<file path="src/rtl/tdm8_pkg.sv">
package tdm8_pkg;
   // Power-of-two test used by the elaboration checks.
   function automatic bit is_pow2(input int unsigned v);
      return (v != 0) && ((v & (v - 1)) == 0);
   endfunction

   // Defaults shared by the modules of this block.
   localparam int unsigned DEF_NCH    = 8;
   localparam int unsigned DEF_SMP_W  = 24;
   localparam int unsigned DEF_SLOT_W = 32;
   localparam int unsigned DEF_DELAY  = 1;
endpackage

</file>
<file path="src/rtl/tdm8_frame_ctr.sv">
module tdm8_frame_ctr #(
   parameter int unsigned FRAME_BITS = 256,
   localparam int unsigned POS_W = $clog2(FRAME_BITS)
) (
   input  logic             clk,
   input  logic             rst_n,
   input  logic             bit_en,
   output logic [POS_W-1:0] npos_o,
   output logic             wrap_o,
   output logic             fsync_o
);
   localparam logic [POS_W-1:0] LAST_POS = POS_W'(FRAME_BITS - 1);

   logic [POS_W-1:0] pos_q;

   if (!tdm8_pkg::is_pow2(FRAME_BITS) || FRAME_BITS < 4) begin : g_bad_frame
      $error("tdm8_frame_ctr: FRAME_BITS must be a power of two >= 4");
   end

   assign npos_o = pos_q + POS_W'(1);
   assign wrap_o = bit_en && (npos_o == '0);

   always_ff @(posedge clk or negedge rst_n) begin
      if (!rst_n) begin
         pos_q   <= LAST_POS;
         fsync_o <= 1'b0;
      end else if (bit_en) begin
         pos_q   <= npos_o;
         fsync_o <= (npos_o == '0);
      end
   end


   fsync_single_chk: assert property (@(posedge clk) disable iff (!rst_n)
      (fsync_o && bit_en) |=> !fsync_o);


   fsync_hold_chk: assert property (@(posedge clk) disable iff (!rst_n)
      !bit_en |=> $stable(fsync_o));
endmodule

</file>
<file path="src/rtl/tdm8_sample_stage.sv">
module tdm8_sample_stage #(
   parameter int unsigned NCH   = 8,
   parameter int unsigned SMP_W = 24,
   localparam int unsigned SET_W = NCH * SMP_W
) (
   input  logic             clk,
   input  logic             rst_n,
   input  logic             frame_start,
   input  logic             smp_valid_i,
   input  logic [SET_W-1:0] smp_data_i,
   output logic             smp_ready_o,
   output logic [SET_W-1:0] shadow_o,
   output logic             underrun_o
);
   logic [SET_W-1:0] hold_q;
   logic             hold_full_q;
   logic             accept;

   assign smp_ready_o = !hold_full_q;
   assign accept      = smp_valid_i && smp_ready_o;

   always_ff @(posedge clk or negedge rst_n) begin
      if (!rst_n) begin
         hold_q      <= '0;
         hold_full_q <= 1'b0;
         shadow_o    <= '0;
         underrun_o  <= 1'b0;
      end else begin
         underrun_o <= frame_start && !hold_full_q;
         if (frame_start && hold_full_q) begin
            shadow_o <= hold_q;
         end
         if (accept) begin
            hold_q      <= smp_data_i;
            hold_full_q <= 1'b1;
         end else if (frame_start) begin
            hold_full_q <= 1'b0;
         end
      end
   end


   ready_drop_chk: assert property (@(posedge clk) disable iff (!rst_n)
      (smp_valid_i && smp_ready_o) |=> !smp_ready_o);


   underrun_pulse_chk: assert property (@(posedge clk) disable iff (!rst_n)
      underrun_o |=> !underrun_o);
endmodule

</file>
<file path="src/rtl/tdm8_bit_sel.sv">
module tdm8_bit_sel #(
   parameter int unsigned NCH       = 8,
   parameter int unsigned SMP_W     = 24,
   parameter int unsigned SLOT_W    = 32,
   parameter int unsigned DELAY     = 1,
   parameter bit          MSB_FIRST = 1'b1,
   localparam int unsigned SET_W  = NCH * SMP_W,
   localparam int unsigned POS_W  = $clog2(NCH * SLOT_W),
   localparam int unsigned SB_W   = $clog2(SLOT_W),
   localparam int unsigned SL_W   = $clog2(NCH),
   localparam int unsigned IDX_W  = $clog2(SMP_W)
) (
   input  logic [POS_W-1:0] npos_i,
   input  logic [SET_W-1:0] shadow_i,
   output logic             bit_o
);
   localparam logic [SB_W:0]    SMP_LIM = (SB_W + 1)'(SMP_W);
   localparam logic [IDX_W-1:0] TOP_IDX = IDX_W'(SMP_W - 1);

   logic [POS_W-1:0] fbit;
   logic [SB_W-1:0]  in_slot;
   logic [SL_W-1:0]  slot;
   logic             live;
   logic [IDX_W-1:0] idx;
   logic [NCH-1:0]   slot_bits;

   // Frame bit carried at this position, after the data delay.
   assign fbit    = npos_i - POS_W'(DELAY);
   assign in_slot = fbit[SB_W-1:0];
   assign slot    = fbit[POS_W-1:SB_W];
   assign live    = ({1'b0, in_slot} < SMP_LIM);

   if (MSB_FIRST) begin : g_msb
      assign idx = TOP_IDX - in_slot[IDX_W-1:0];
   end else begin : g_lsb
      assign idx = in_slot[IDX_W-1:0];
   end

   for (genvar s = 0; s < NCH; s++) begin : g_slot
      logic [SMP_W-1:0] chan;
      assign chan         = shadow_i[s*SMP_W +: SMP_W];
      assign slot_bits[s] = live && chan[idx];
   end

   assign bit_o = slot_bits[slot];
endmodule

</file>
<file path="src/rtl/tdm8_tx.sv">
module tdm8_tx #(
   parameter int unsigned NCH       = tdm8_pkg::DEF_NCH,
   parameter int unsigned SMP_W     = tdm8_pkg::DEF_SMP_W,
   parameter int unsigned SLOT_W    = tdm8_pkg::DEF_SLOT_W,
   parameter int unsigned DELAY     = tdm8_pkg::DEF_DELAY,
   parameter bit          MSB_FIRST = 1'b1,
   localparam int unsigned SET_W      = NCH * SMP_W,
   localparam int unsigned FRAME_BITS = NCH * SLOT_W,
   localparam int unsigned POS_W      = $clog2(FRAME_BITS)
) (
   input  logic             clk,
   input  logic             rst_n,
   input  logic             bit_en,
   input  logic             smp_valid_i,
   input  logic [SET_W-1:0] smp_data_i,
   output logic             smp_ready_o,
   output logic             tdm_sdata_o,
   output logic             tdm_fsync_o,
   output logic             underrun_o
);
   localparam int unsigned PAD_BITS = SLOT_W - SMP_W;

   if (NCH < 2 || !tdm8_pkg::is_pow2(NCH)) begin : g_bad_nch
      $error("tdm8_tx: NCH must be a power of two >= 2");
   end
   if (!tdm8_pkg::is_pow2(SLOT_W) || SMP_W < 2 || SMP_W > SLOT_W) begin : g_bad_slot
      $error("tdm8_tx: SLOT_W must be a power of two holding SMP_W");
   end
   if (DELAY > PAD_BITS) begin : g_bad_delay
      $error("tdm8_tx: DELAY must not exceed the slot padding");
   end

   logic [POS_W-1:0] npos;
   logic             wrap;
   logic [SET_W-1:0] shadow;
   logic             next_bit;

   tdm8_frame_ctr #(.FRAME_BITS(FRAME_BITS)) u_ctr (
      .clk     (clk),
      .rst_n   (rst_n),
      .bit_en  (bit_en),
      .npos_o  (npos),
      .wrap_o  (wrap),
      .fsync_o (tdm_fsync_o)
   );

   tdm8_sample_stage #(.NCH(NCH), .SMP_W(SMP_W)) u_stage (
      .clk         (clk),
      .rst_n       (rst_n),
      .frame_start (wrap),
      .smp_valid_i (smp_valid_i),
      .smp_data_i  (smp_data_i),
      .smp_ready_o (smp_ready_o),
      .shadow_o    (shadow),
      .underrun_o  (underrun_o)
   );

   tdm8_bit_sel #(
      .NCH(NCH), .SMP_W(SMP_W), .SLOT_W(SLOT_W),
      .DELAY(DELAY), .MSB_FIRST(MSB_FIRST)
   ) u_sel (
      .npos_i   (npos),
      .shadow_i (shadow),
      .bit_o    (next_bit)
   );

   always_ff @(posedge clk or negedge rst_n) begin
      if (!rst_n) begin
         tdm_sdata_o <= 1'b0;
      end else if (bit_en) begin
         tdm_sdata_o <= next_bit;
      end
   end


   underrun_at_sync_chk: assert property (@(posedge clk) disable iff (!rst_n)
      underrun_o |-> tdm_fsync_o);


   sdata_hold_chk: assert property (@(posedge clk) disable iff (!rst_n)
      !bit_en |=> $stable(tdm_sdata_o));

   if (DELAY > 0) begin : g_pad_sync

      sync_pad_chk: assert property (@(posedge clk) disable iff (!rst_n)
         tdm_fsync_o |-> !tdm_sdata_o);
   end
endmodule

</file>
<file path="config.mk">
export PLATFORM = sky130hd
export DESIGN_NAME = tdm8_tx
export DESIGN_NICKNAME = d
export VERILOG_FILES = /design/src/rtl/tdm8_pkg.sv /design/src/rtl/tdm8_frame_ctr.sv /design/src/rtl/tdm8_sample_stage.sv /design/src/rtl/tdm8_bit_sel.sv /design/src/rtl/tdm8_tx.sv
export SDC_FILE = /design/constraint.sdc
export NUM_CORES = 1
export LEC_CHECK = 0
export BUFFER_PORTS_ARGS = -buffer_cell sky130_fd_sc_hd__buf_2
export CAP_MARGIN = 30
export CORE_MARGIN = 3
export CORE_UTILIZATION = 41
export DETAILED_ROUTE_END_ITERATION = 8
export GPL_ROUTABILITY_DRIVEN = 0
export SYNTH_ARGS = -nofsm -noshare
export SYNTH_HDL_FRONTEND = slang
export SYNTH_SLANG_ARGS = --single-unit
</file>
<file path="constraint.sdc">
create_clock -name clk -period 4.2 [get_ports clk]
set_input_delay 0.21 -clock clk [delete_from_list [all_inputs] [get_ports clk]]
set_output_delay 0.21 -clock clk [all_outputs]
set_load 0.05 [all_outputs]
</file>
* Word level (Yosys, flattened, before mapping)
Cells that the tools add are included.
Widths: inputs -> output; s select.
** Storage, ports and cells
- Register bits after elaboration :: 396
- Latch bits :: 0
- Memory bits (writable) :: 0
- Memory bits (read-only) :: 0
- Output and inout port bits :: 4
- Memories kept :: 0
** Cells by class
- Add/subtract/negate cells :: 3
- Multipliers :: 0
- Div/mod/pow operators :: 0
- $lt $le $gt $ge :: 3
- Equality and inequality tests :: 0
- Shift operators :: 0
- Muxes and demuxes :: 20
- Bitwise gates (word level) :: 0
- Reduce and logical (&&, ||, !) cells :: 15
** Operators with widths (count)
- $bmux 1 s5 :: 8
- $logic_and 1x1->1 :: 12
- $mux 1 :: 11
- $add 8x1->8 const B :: 1
- $logic_not 8->1 :: 1
- $sub 8x1->8 const B :: 1
- $lt 5x6->1 const B :: 1
- $lt 5x5->1 const B :: 1
- $sub 5x5->5 const A :: 1
- $lt 3x4->1 const B :: 1
- $bmux 1 s3 :: 1
- $reduce_bool 2->1 :: 1
- $logic_not 1->1 :: 1

* Longest topological paths before layout
- Depth in word-level cells :: 8
- Depth in mapped cells :: 13

* Modules after synthesis
Synthesis repeated with hierarchy kept, for this count alone.
** Second synthesis, totals
- Cells, all modules :: 1024
- Area, all modules :: 17604.4 sq um
** Modules (own cells, without submodules)
- tdm8_sample_stage :: times used 1, cells each 818, area an instance 15208.3 sq um, sequential area each 9659.3 sq um
- tdm8_bit_sel :: times used 1, cells each 155, area an instance 1835.5 sq um, sequential area each 0.0 sq um
- tdm8_frame_ctr :: times used 1, cells each 49, area an instance 520.5 sq um, sequential area each 235.2 sq um
- tdm8_tx :: times used 1, cells each 2, area an instance 40.0 sq um, sequential area each 25.0 sq um

* Worst setup path after synthesis
Ideal clock, no wire load.
- Kind :: register -> register
- Start :: register u_ctr.pos_q[1]
- End :: register tdm_sdata_o
- Library setup time :: 0.120 ns
- Arrival :: 2.969 ns
- Required time :: 4.080 ns
- Path slack :: 1.110 ns
- Cell stages (with the launch flop) :: 14
- Buffers on the path :: 1
- Path through :: dfstp_2 ha_1 or3_1 o2111a_1 a211oi_2 inv_1 buf_2 ha_1 nor2b_1 nand3b_1 o211ai_1 nor3_1 o21ai_0 a41o_1
** On the way
- Longest elaborated chain between the ends :: 8
- Elaborated cells on any way between the ends :: 30
- Those cells by class :: 3 x add/sub; 1 x order compare; 18 x mux; 8 x reduce/logical
** RTL lines
- start, declared :: line tdm8_frame_ctr.sv:14 : logic [POS_W-1:0] pos_q;
- start signal, assigned :: line tdm8_frame_ctr.sv:28 : pos_q <= npos_o;
- $add 8x1->8 (*) :: line tdm8_frame_ctr.sv:20 : assign npos_o = pos_q + POS_W'(1);
- named net npos[1] :: line tdm8_tx.sv:33 : logic [POS_W-1:0] npos;
- $sub 8x1->8 (*) :: line tdm8_bit_sel.sv:28 : assign fbit = npos_i - POS_W'(DELAY);
- $sub 5x5->5 :: line tdm8_bit_sel.sv:34 : assign idx = TOP_IDX - in_slot[IDX_W-1:0];
- $bmux 1 s5 :: line tdm8_bit_sel.sv:42 : assign slot_bits[s] = live && chan[idx];
- $mux 1 (not written as such) :: line tdm8_bit_sel.sv:42
- $logic_and 1x1->1 :: line tdm8_bit_sel.sv:42
- $bmux 1 s3 (*) :: line tdm8_bit_sel.sv:45 : assign bit_o = slot_bits[slot];
- $mux 1 (not written as such) (*) :: line tdm8_bit_sel.sv:45
- end signal, assigned :: line tdm8_tx.sv:71 : tdm_sdata_o <= next_bit;
- end, declared :: line tdm8_tx.sv:17 : output logic tdm_sdata_o,
The timed path passes the listed nets; every way through them passes the cells marked *. The select of a mux whose other input is x is not followed.
A chain may end at the register's enable or synchronous reset.

* Final worst setup path
- Start :: register u_ctr.pos_q[0]
- End :: register u_stage.shadow_o[6]
** On the way
- Longest elaborated chain between the ends :: 4
** RTL lines
- $add 8x1->8 :: line tdm8_frame_ctr.sv:20
- $logic_not 8->1 :: line tdm8_frame_ctr.sv:21 : assign wrap_o = bit_en && (npos_o == '0);
- $logic_and 1x1->1 :: line tdm8_frame_ctr.sv:21
- $logic_and 1x1->1 :: line tdm8_sample_stage.sv:30 : if (frame_start && hold_full_q) begin
- end signal, assigned :: line tdm8_sample_stage.sv:31 : shadow_o <= hold_q;
- end, declared :: line tdm8_sample_stage.sv:12 : output logic [SET_W-1:0] shadow_o,
Every way passes these cells.

==> metrics.txt <==
status=completed; antenna violations before repair=1; Sum Neg Setup Slack=0 ps; yosys warns=0; GRT Total Usage=0.177; Seq/Total Area, Yosys=0.568; remaining antenna violation count=0; fin crit share=0.843; Cell Pwr Density=roughly 730 nW/um2; dpl cell area=~19000 um2; Final Max Slew Viols=0; DIE WIDTH=212 um; Root Buffer Master=clkbuf_16; RR Startpoint=u_ctr.pos_q[0]; Final Hold Fails=0; largest net degree at the start of global routing=roughly 120; MaxCap Viol Count=0; Worst Tran Pin Value=923 ps; HPWL after DPL=25.0 mm; first-pass GRT wire length=roughly 62 mm; RSZ-0062 raised after global routing=false; CTS max path bufs=3; wire length per cell=about 19 um; ranking of synthesized cells by area=dfrtp_1 (56%), mux2_4 (15%), mux2_2 (14%); DIE AREA=roughly 45000 um2; CP required=between 4000 and 5000 ps; DRC=0; Synth area leader=dfrtp_1; CP arrival=around 4000 ps; r2r worst-path depth=9; Mapped Nets=1256; Yosys top cell area share=0.556; Post-Synth Adder-Cell Area=0.00143; CTS tree=yes; Setup-failing EPs final=0; most common flop cell mapped by yosys=dfrtp_1; syn avg cell area=16.5 um2; worst skew pair latency=approximately 550 ps; Nets=1648; clk slew on worst S/H paths=60 ps; Syn Inst Count=1058; commonest non-fill, non-tap cells in the layout=dfrtp_1 (388), mux2_2 (221), buf_2 (198), dlygate4sd3_1 (195), mux2_4 (169); synth unique cells=47; Sink Count=~400; P&R area growth vs syn=28.0%; DP Cell Count=approximately 1.7k; PostCTS Resize Cnt=0; Core ar.=41500 um2; mux contribution to synthesized area=0.350; Rows=74; total wire length=39.1 mm; Max rail drop VDD=0.000697 V; Post-CTS Hold Buffers=195; fin area=22300 um2; worst reg-to-reg setup slack=660 ps; DIE HEIGHT=212 um; Buffers on Ports=199; crit start category=flop; most common cell after layout, fill and taps aside=dfrtp_1; final std cells w/o fill=2014; Tmin final=3540 ps; Max transition margin=0.385; CP max FO=70; IO Count=200; skew final=~14 ps; Crit Path Class=reg -> reg; grt total ovfl=0; Fmax achieved=~280 MHz; post-synthesis instance area=17500 um2; Post-CTS Setup Inserts=0; number of global-route vias before repair=10.8k; layout cells sized above 1=0.498; Synth Area in XOR/XNOR=0.00652; CTS Buf Count=43; Post-synth EDFFs=0; FFs w/ async S/R, synth=1.00; Pre-antenna DRT Iters=4; Compound-Gate Fraction of Synth Area=0.0205; CP Capture Type=flop; #FFs+latches synth=between 300 and 400; H-tree depth=2; largest family of logic cells by synthesized area=multiplexers; Post-Synth Simple-Gate Area=0.0231; via/cell ratio=4.95; Vias=9978; worst r2r dst=u_stage.shadow_o[6]; Starting Density=0.421; worst hold path class=in -> async; static leakage=10.6 nW; initial drt markers=401
-- worst max-delay path, cell delays in order, from the launching register on --
cell     delay [ps]
dfstp_4         760
buf_4           370
and3_4          270
and2_4          170
o21ai_0          80
a32oi_1         170
a211o_1         170
or2_4           480
buf_12          440
mux2_2          400
-- worst max path at each step --
stage / startpoint / end / slack [ps] / cells after the start
2_1_floorplan: u_ctr.pos_q[1] / tdm_sdata_o / 1110 / 13
3_3_place_gp: u_ctr.pos_q[0] / u_stage.shadow_o[6] / 760 / 9
3_5_place_dp: u_ctr.pos_q[0] / u_stage.shadow_o[10] / 700 / 9
4_1_cts: u_ctr.pos_q[0] / u_stage.shadow_o[10] / 670 / 9
5_1_grt: u_ctr.pos_q[0] / u_stage.shadow_o[7] / 490 / 9
6_report: u_ctr.pos_q[0] / u_stage.shadow_o[6] / 660 / 9
-- registers in the layout, indices dropped and copies added (netlist names) --
| signal | cells |
|---|---|
| u_stage.underrun_o | 1 |
| u_stage.shadow_o | 192 |
| u_ctr.pos_q | 8 |
| u_stage.hold_full_q | 1 |
| u_ctr.fsync_o | 1 |
| u_stage.hold_q | 192 |
| tdm_sdata_o | 1 |
-- metal layers --
layer | global-route usage | share of wire
met3 | 0.0279 | 0.033
met2 | 0.283 | 0.47
met4 | 0.0587 | 0.026
met1 | 0.250 | 0.47
met5 | 0 | 0
-- through the flow --
step | hold WS (ps) | util | power [mW] | setup WS [ps]
3_3_place_gp | 366 | 0.455 | 12.2 | 758
4_1_cts | 372 | 0.539 | 16.6 | 672
6_report | 370 | 0.539 | 16.3 | 661
5_1_grt | 414 | 0.539 | 17.3 | 485
3_5_place_dp | 378 | 0.455 | 12.4 | 702
2_1_floorplan | -85.6 | - | 10.8 | 1110
-- power breakdown --
group / internal, mW / switching, mW
Combinational: 3.42 / 2.18
Clock: 2.45 / 1.50
Sequential: 5.63 / 1.14
-- synth_stat cells, types with 6 or more instances --
cell type,n
a211oi_1,6
a21oi_1,12
nor2b_1,8
buf_6,10
dfrtp_1,388
clkbuf_1,29
mux2_4,169
buf_2,14
nand2_1,39
xnor2_1,10
nor2_1,10
mux2_2,221
mux2i_1,11
mux4_2,43
dfstp_2,8
o21ai_0,9
buf_12,11
-- kinds of logic (layout without fill, tap and decap cells) --
kind of cell / Yosys count / in the layout
fa+ha+maj: 2 / 2
other cells: 0 / 1
flops: 396 / 396
mux: 444 / 444
buf+inv: 70 / 493
compound gates: 51 / 51
xor+xnor: 13 / 13
simple gates: 82 / 82
-- layout make-up --
cell class / instances / area [um2]
Clock buffer: 68 / 1390
Fill cell: 3405 / 19100
Sequential cell: 396 / 9920
Tap cell: 532 / 666
Antenna cell: 1 / 2.50
Clock inverter: 8 / 118
Multi-Input combinational cell: 592 / 7040
Timing Repair Buffer: 413 / 3190
Inverter: 4 / 15.0
Power figures use the tool's default switching activity.
